**config.mk**
```make
export PLATFORM = sky130hd
export DESIGN_NAME = fetch_pc_select
export DESIGN_NICKNAME = d
export VERILOG_FILES = /design/src/rtl/fetch_pc_pkg.sv /design/src/rtl/fetch_pc_guess.sv /design/src/rtl/fetch_pc_reg.sv /design/src/rtl/fetch_pc_repair.sv /design/src/rtl/fetch_pc_select.sv
export SDC_FILE = /design/constraint.sdc
export NUM_CORES = 1
export LEC_CHECK = 0
export ABC_CLOCK_PERIOD_IN_PS = 900
export BUFFER_PORTS_ARGS = -buffer_cell sky130_fd_sc_hd__buf_2
export CAP_MARGIN = 20
export CORE_UTILIZATION = 33
export CTS_CLUSTER_SIZE = 40
export DETAILED_ROUTE_END_ITERATION = 12
export PLACE_DENSITY = 0.87
export SLEW_MARGIN = 0
export SYNTH_ARGS = -nofsm -noshare
export SYNTH_HDL_FRONTEND = slang
export SYNTH_SLANG_ARGS = --single-unit
```
**constraint.sdc**
```tcl
create_clock -name clk -period 0.9 [get_ports clk]
set_clock_uncertainty 0.15 [all_clocks]
set_input_delay 0.045 -clock clk [delete_from_list [all_inputs] [get_ports clk]]
set_output_delay 0.045 -clock clk [all_outputs]
set_load 0.01 [all_outputs]
```
**src/rtl/fetch_pc_pkg.sv**
```systemverilog
package fetch_pc_pkg;
  typedef enum logic [2:0] {
    CLS_PLAIN = 3'd0,
    CLS_JMP   = 3'd1,
    CLS_CALL  = 3'd2,
    CLS_JCC   = 3'd3,
    CLS_RET   = 3'd4
  } icls_e;

  localparam int CLS_W = 3;

  // Next-PC source chosen by the fetch-stage guess.
  typedef enum logic [1:0] {
    GUESS_FALL = 2'd0,
    GUESS_TGT  = 2'd1,
    GUESS_NONE = 2'd2
  } guess_e;

  function automatic guess_e guess_of(input logic [CLS_W-1:0] cls);
    case (cls)
      CLS_JMP, CLS_CALL, CLS_JCC: guess_of = GUESS_TGT;
      CLS_RET:                    guess_of = GUESS_NONE;
      default:                    guess_of = GUESS_FALL;
    endcase
  endfunction
endpackage

```
**src/rtl/fetch_pc_guess.sv**
```systemverilog
module fetch_pc_guess
  import fetch_pc_pkg::*;
#(
  parameter int AW = 32
) (
  input  logic [CLS_W-1:0] cls_i,
  input  logic [AW-1:0]    fall_i,
  input  logic [AW-1:0]    tgt_i,
  output logic [AW-1:0]    pred_o
);
  guess_e kind;

  always_comb begin
    kind = guess_of(cls_i);
    unique case (kind)
      GUESS_TGT:  pred_o = tgt_i;
      // A return is not guessed; fall-through is a placeholder that the
      // write-back repair will replace.
      GUESS_NONE: pred_o = fall_i;
      default:    pred_o = fall_i;
    endcase
  end
endmodule

```
**src/rtl/fetch_pc_reg.sv**
```systemverilog
module fetch_pc_reg #(
  parameter int          AW     = 32,
  parameter logic [AW-1:0] RST_PC = '0
) (
  input  logic          clk,
  input  logic          rst_n,
  input  logic          hold_i,
  input  logic [AW-1:0] d_i,
  output logic [AW-1:0] q_o
);
  always_ff @(posedge clk) begin
    if (!rst_n)       q_o <= RST_PC;
    else if (!hold_i) q_o <= d_i;
  end

  a_r10_hold_keeps: assert property (@(posedge clk) disable iff (!rst_n)
    hold_i |=> $stable(q_o));
  a_r11_load_next: assert property (@(posedge clk) disable iff (!rst_n)
    !hold_i |=> q_o == $past(d_i));
endmodule

```
**src/rtl/fetch_pc_repair.sv**
```systemverilog
module fetch_pc_repair
  import fetch_pc_pkg::*;
#(
  parameter int AW = 32
) (
  input  logic [CLS_W-1:0] m_cls_i,
  input  logic             m_taken_i,
  input  logic [AW-1:0]    m_opa_i,
  input  logic [CLS_W-1:0] w_cls_i,
  input  logic [AW-1:0]    w_mem_i,
  input  logic [AW-1:0]    pred_q_i,
  output logic [AW-1:0]    pc_o
);
  logic br_fix;
  logic ret_fix;

  always_comb begin
    br_fix  = (m_cls_i == CLS_JCC) && !m_taken_i;
    ret_fix = (w_cls_i == CLS_RET);
    if (br_fix)       pc_o = m_opa_i;
    else if (ret_fix) pc_o = w_mem_i;
    else              pc_o = pred_q_i;
  end
endmodule

```
**src/rtl/fetch_pc_select.sv**
```systemverilog
module fetch_pc_select
  import fetch_pc_pkg::*;
#(
  parameter int AW = 32
) (
  input  logic             clk,
  input  logic             rst_n,
  input  logic             hold_i,
  input  logic [CLS_W-1:0] f_cls_i,
  input  logic [AW-1:0]    f_fall_i,
  input  logic [AW-1:0]    f_tgt_i,
  input  logic [CLS_W-1:0] m_cls_i,
  input  logic             m_taken_i,
  input  logic [AW-1:0]    m_opa_i,
  input  logic [CLS_W-1:0] w_cls_i,
  input  logic [AW-1:0]    w_mem_i,
  output logic [AW-1:0]    fetch_pc_o,
  output logic [AW-1:0]    pred_pc_o
);
  logic [AW-1:0] pred_q;

  fetch_pc_guess #(.AW(AW)) u_guess (
    .cls_i (f_cls_i),
    .fall_i(f_fall_i),
    .tgt_i (f_tgt_i),
    .pred_o(pred_pc_o)
  );

  fetch_pc_reg #(.AW(AW), .RST_PC('0)) u_reg (
    .clk   (clk),
    .rst_n (rst_n),
    .hold_i(hold_i),
    .d_i   (pred_pc_o),
    .q_o   (pred_q)
  );

  fetch_pc_repair #(.AW(AW)) u_repair (
    .m_cls_i  (m_cls_i),
    .m_taken_i(m_taken_i),
    .m_opa_i  (m_opa_i),
    .w_cls_i  (w_cls_i),
    .w_mem_i  (w_mem_i),
    .pred_q_i (pred_q),
    .pc_o     (fetch_pc_o)
  );

  a_r3_jump_call_target: assert property (@(posedge clk) disable iff (!rst_n)
    (f_cls_i == CLS_JMP || f_cls_i == CLS_CALL) |-> pred_pc_o == f_tgt_i);
  a_r4_jcc_guess_taken: assert property (@(posedge clk) disable iff (!rst_n)
    (f_cls_i == CLS_JCC) |-> pred_pc_o == f_tgt_i);
  a_r6_mispredict_opa: assert property (@(posedge clk) disable iff (!rst_n)
    (m_cls_i == CLS_JCC && !m_taken_i) |-> fetch_pc_o == m_opa_i);
  a_r7_ret_loaded: assert property (@(posedge clk) disable iff (!rst_n)
    (w_cls_i == CLS_RET && !(m_cls_i == CLS_JCC && !m_taken_i))
      |-> fetch_pc_o == w_mem_i);
  a_r11_chain: assert property (@(posedge clk) disable iff (!rst_n)
    (!hold_i ##1 (!(m_cls_i == CLS_JCC && !m_taken_i) && w_cls_i != CLS_RET))
      |-> fetch_pc_o == $past(pred_pc_o));
endmodule

```
==> Flow_metrics.wiki <==
{| class="wikitable"
! Metric !! Value
|-
| Final net count || 733
|-
| Minimum setup slack among reg-to-reg paths || -0.10 ns
|-
| Worst r2r dst || u_reg.q_o[29]$_SDFFE_PN0N_
|-
| Largest net degree at the start of global routing || 35
|-
| Iter 0 DRT Violations || 268
|-
| Global-route wire length before repair || 15200 um
|-
| Count of endpoints failing hold in the final timing report || 30
|-
| Worst Hold Launch || f_tgt_i[24]
|-
| Commonest cells after routing, fill and taps aside || sky130_fd_sc_hd__buf_2 (171), sky130_fd_sc_hd__nand2_1 (58), sky130_fd_sc_hd__buf_6 (56)
|-
| Launch instance of the worst register-to-register path || u_reg.q_o[29]$_SDFFE_PN0N_
|-
| Family with the most delay on the worst path || buffers and inverters
|-
| Wire length per cell after detailed routing || 19.8 um
|-
| Area growth from synthesis to layout || 137%
|-
| Number of rows in the core area || 28
|-
| Floorplan die area || 6770 sq um
|-
| Count of cells along the worst register-to-register path || 2
|-
| Final routed wirelength across all metal layers || 13300 um
|-
| Failing checks || negative hold slack, negative setup slack
|-
| Number of routed nets with antenna violations || 0
|-
| Number of maximum-capacitance violations || 0
|-
| RSZ-0062 raised after global routing || yes
|-
| Type of origin of the critical path || input pin
|-
| Placeable core area || 6060 sq um
|-
| H-Tree Depth || 2
|-
| Number of fill cells || 319
|-
| DRC violation count after routing || 0
|-
| Number of antenna repair diodes || 0
|-
| Final Slew Violations || 0
|-
| Total placed instance area || 3350 sq um
|-
| Grt ovf || 0
|-
| Relative slew slack || 70.8%
|-
| CP cell instances || buf_8 > nor3b_4 > buf_12 > buf_6 > nand2_1 > a31oi_1 > buf_2
|-
| Fraction of layout instances using a drive strength above 1 || 66.3%
|-
| Area of the mapped netlist || 2130 sq um
|-
| Number of synthesized register bits || 32
|-
| Number of global-route vias before repair || 3413
|-
| Required time reported for the critical path endpoint || 0.70 ns
|-
| Number of buffers inserted during clock tree synthesis || 5
|-
| Min setup slack post-route || -0.452 ns
|-
| Register with the most flip-flops || u_reg.q_o
|-
| Total via count after detailed routing || 3846
|-
| # setup viols final || 87
|-
| Portion of the clock cycle consumed by the worst path in the final layout || 150%
|-
| Post-detailed-route via-to-cell ratio || 5.76
|-
| Pwr per Cell Area || 1060 nW/um^2
|-
| Number of unique standard cell types used by synthesis || 16
|-
| Buffers added on ports || 204
|-
| Fin area || 5030 sq um
|-
| Total area of multi-input combinational cells || 2160 sq um
|-
| WS Path Type || in -> out
|-
| Clock root buffer || sky130_fd_sc_hd__clkbuf_8
|-
| Clock transition time at the flip-flop clock pins of the worst setup and hold paths || 0.06 ns
|-
| Instance count of the mapped netlist || 355
|-
| Peak supply drop || 0.837 mV
|-
| WP data arrival || 1.16 ns
|-
| Hold-critical path depth || 3
|-
| Worst-path maximum fanout || 7
|-
| Standby leakage power || 2.50 nW
|-
| Metal2 WL || 6800 um
|-
| Number of flip-flops under the largest register name || 32
|-
| Placer congestion estimate || 0.816
|-
| Per-instance average area after synthesis || 5.99 sq um
|-
| Die width || 82.3 um
|-
| Endpoint with the worst hold slack || u_reg.q_o[24]$_SDFFE_PN0N_
|-
| Highest-delay cell along the critical path || sky130_fd_sc_hd__a31oi_1
|-
| Endpoint kind of the worst setup timing path || output port
|-
| CTS Buffer Depth || 2
|-
| Register area || 643 sq um
|-
| CTS Sinks || 32
|-
| Met1 Routed Length || 4550 um
|-
| Commonest non-fill, non-tap cell in the layout || sky130_fd_sc_hd__buf_2
|-
| Slowest Stage Delay on Critical Path || 0.23 ns
|-
| Latest clock arrival within the worst-skew pair || 0.28 ns
|-
| Number of detailed-routing iterations run before antenna repair || 5
|-
| Worst hold slack || -0.114 ns
|-
| Effective utilization at floorplan || 35.1%
|-
| TritonCTS clock tree || done
|-
| Detailed placer's ending HPWL || 6400 um
|-
| Ports placed on the boundary || 205
|-
| DIE HEIGHT || 82.3 um
|-
| Status || finished, violations left
|-
| Initial antenna violation count || 0
|-
| Top metal layer carrying routed signals || met4
|-
| Met3 wire length || 1230 um
|-
| Total routing usage reported by global routing || 30.1%
|-
| Sequential fraction of the synthesis area || 30.1%
|-
| Worst slack, placed || -0.416 ns
|-
| Top flop regs || u_reg.q_o: 32 flops
|-
| Post-synthesis net count || 496
|-
| Tmin final || 1.35 ns
|-
| Maximum operating frequency || 739 MHz
|-
| Path type of the worst min-delay path || in -> reg
|-
| Crit path buf inv count || 4
|-
| Total of warnings raised by yosys || 0
|-
| Tightest Pin Transition || 0.434 ns
|}
==> cells in the mapped netlist <==
library cell / number / area (sq um)
sky130_fd_sc_hd__nand2_1: 160 / 601
sky130_fd_sc_hd__buf_6: 3 / 33.8
sky130_fd_sc_hd__a31oi_1: 64 / 400
sky130_fd_sc_hd__nand4bb_1: 1 / 11.3
sky130_fd_sc_hd__buf_2: 10 / 50.1
sky130_fd_sc_hd__nor3b_2: 1 / 12.5
sky130_fd_sc_hd__o21bai_2: 1 / 11.3
sky130_fd_sc_hd__o21ai_1: 8 / 40.0
sky130_fd_sc_hd__o21ba_2: 1 / 10.0
sky130_fd_sc_hd__buf_4: 1 / 7.51
sky130_fd_sc_hd__dfxtp_1: 32 / 641
sky130_fd_sc_hd__o21ai_0: 24 / 120
sky130_fd_sc_hd__or3b_1: 1 / 8.76
sky130_fd_sc_hd__nor2_1: 32 / 120
sky130_fd_sc_hd__inv_2: 1 / 3.75
sky130_fd_sc_hd__clkbuf_1: 15 / 56.3
==> worst max-delay path by stage <==
stage / from / endpoint / slack (ns) / depth (start not counted)
finish: w_cls_i[1] / fetch_pc_o[5] / -0.45 / 7
global route: w_cls_i[1] / fetch_pc_o[5] / -0.50 / 7
CTS: w_cls_i[1] / fetch_pc_o[3] / -0.37 / 6
detailed placement: w_cls_i[1] / fetch_pc_o[31] / -0.42 / 6
global placement: w_cls_i[1] / fetch_pc_o[0] / -0.38 / 6
floorplan: w_cls_i[1] / fetch_pc_o[3] / -0.15 / 5
==> kinds of logic after synthesis <==
family	synth area share [%]
simple gates	35.4
buf+inv	7.12
flops	30.1
compound gates	27.4
==> per-stage QoR <==
| step | setup TNS [ns] | cells | util [%] | total power, mW |
|---|---|---|---|---|
| floorplan | -4.50 | 355 | - | 2.32 |
| global placement | -20.06 | 619 | 55.3 | 3.03 |
| detailed placement | -22.93 | 619 | 55.3 | 3.07 |
| CTS | -18.03 | 665 | 71.3 | 4.73 |
| global route | -21.64 | 668 | 83.1 | 5.56 |
| finish | -19.70 | 668 | 83.1 | 5.34 |
==> worst reg2reg max path, delay by kind of cell (launching register included) <==
kind            cells  cell delay [ns]
flops               1             0.32
compound gates      2             0.41
==> report_power, final <==
| group | switching [mW] | internal, mW | leakage [nW] |
|---|---|---|---|
| clock network | 0.554 | 0.624 | 0.0455 |
| logic | 1.30 | 1.27 | 2.19 |
| registers | 0.0717 | 1.53 | 0.266 |
| total | 1.92 | 3.42 | 2.50 |
==> layer usage <==
metal  vias to the layer above  GRT usage [%]
met5                         -              0
met4                         0           15.1
met3                        65           6.04
met2                       330           57.5
met1                      1763           30.8
li1                       1688              -
==> area by class of cell <==
| class | instances | share of cell area (%) |
|---|---|---|
| clock buffers | 8 | 1.79 |
| inverters | 1 | 0.0746 |
| multi-input cells | 293 | 42.8 |
| flip-flops and latches | 32 | 12.8 |
| well taps | 75 | 1.86 |
| repair buffers | 259 | 40.7 |
==> timing repair <==
item	CTS	global route
endpoints found under the setup margin	64	88
setup buffers	31	10
pin swaps	55	67
hold endpoints to repair	32	31
gates resized for setup	135	162
gates cloned	7	1
(Power assumes the default switching activity.)
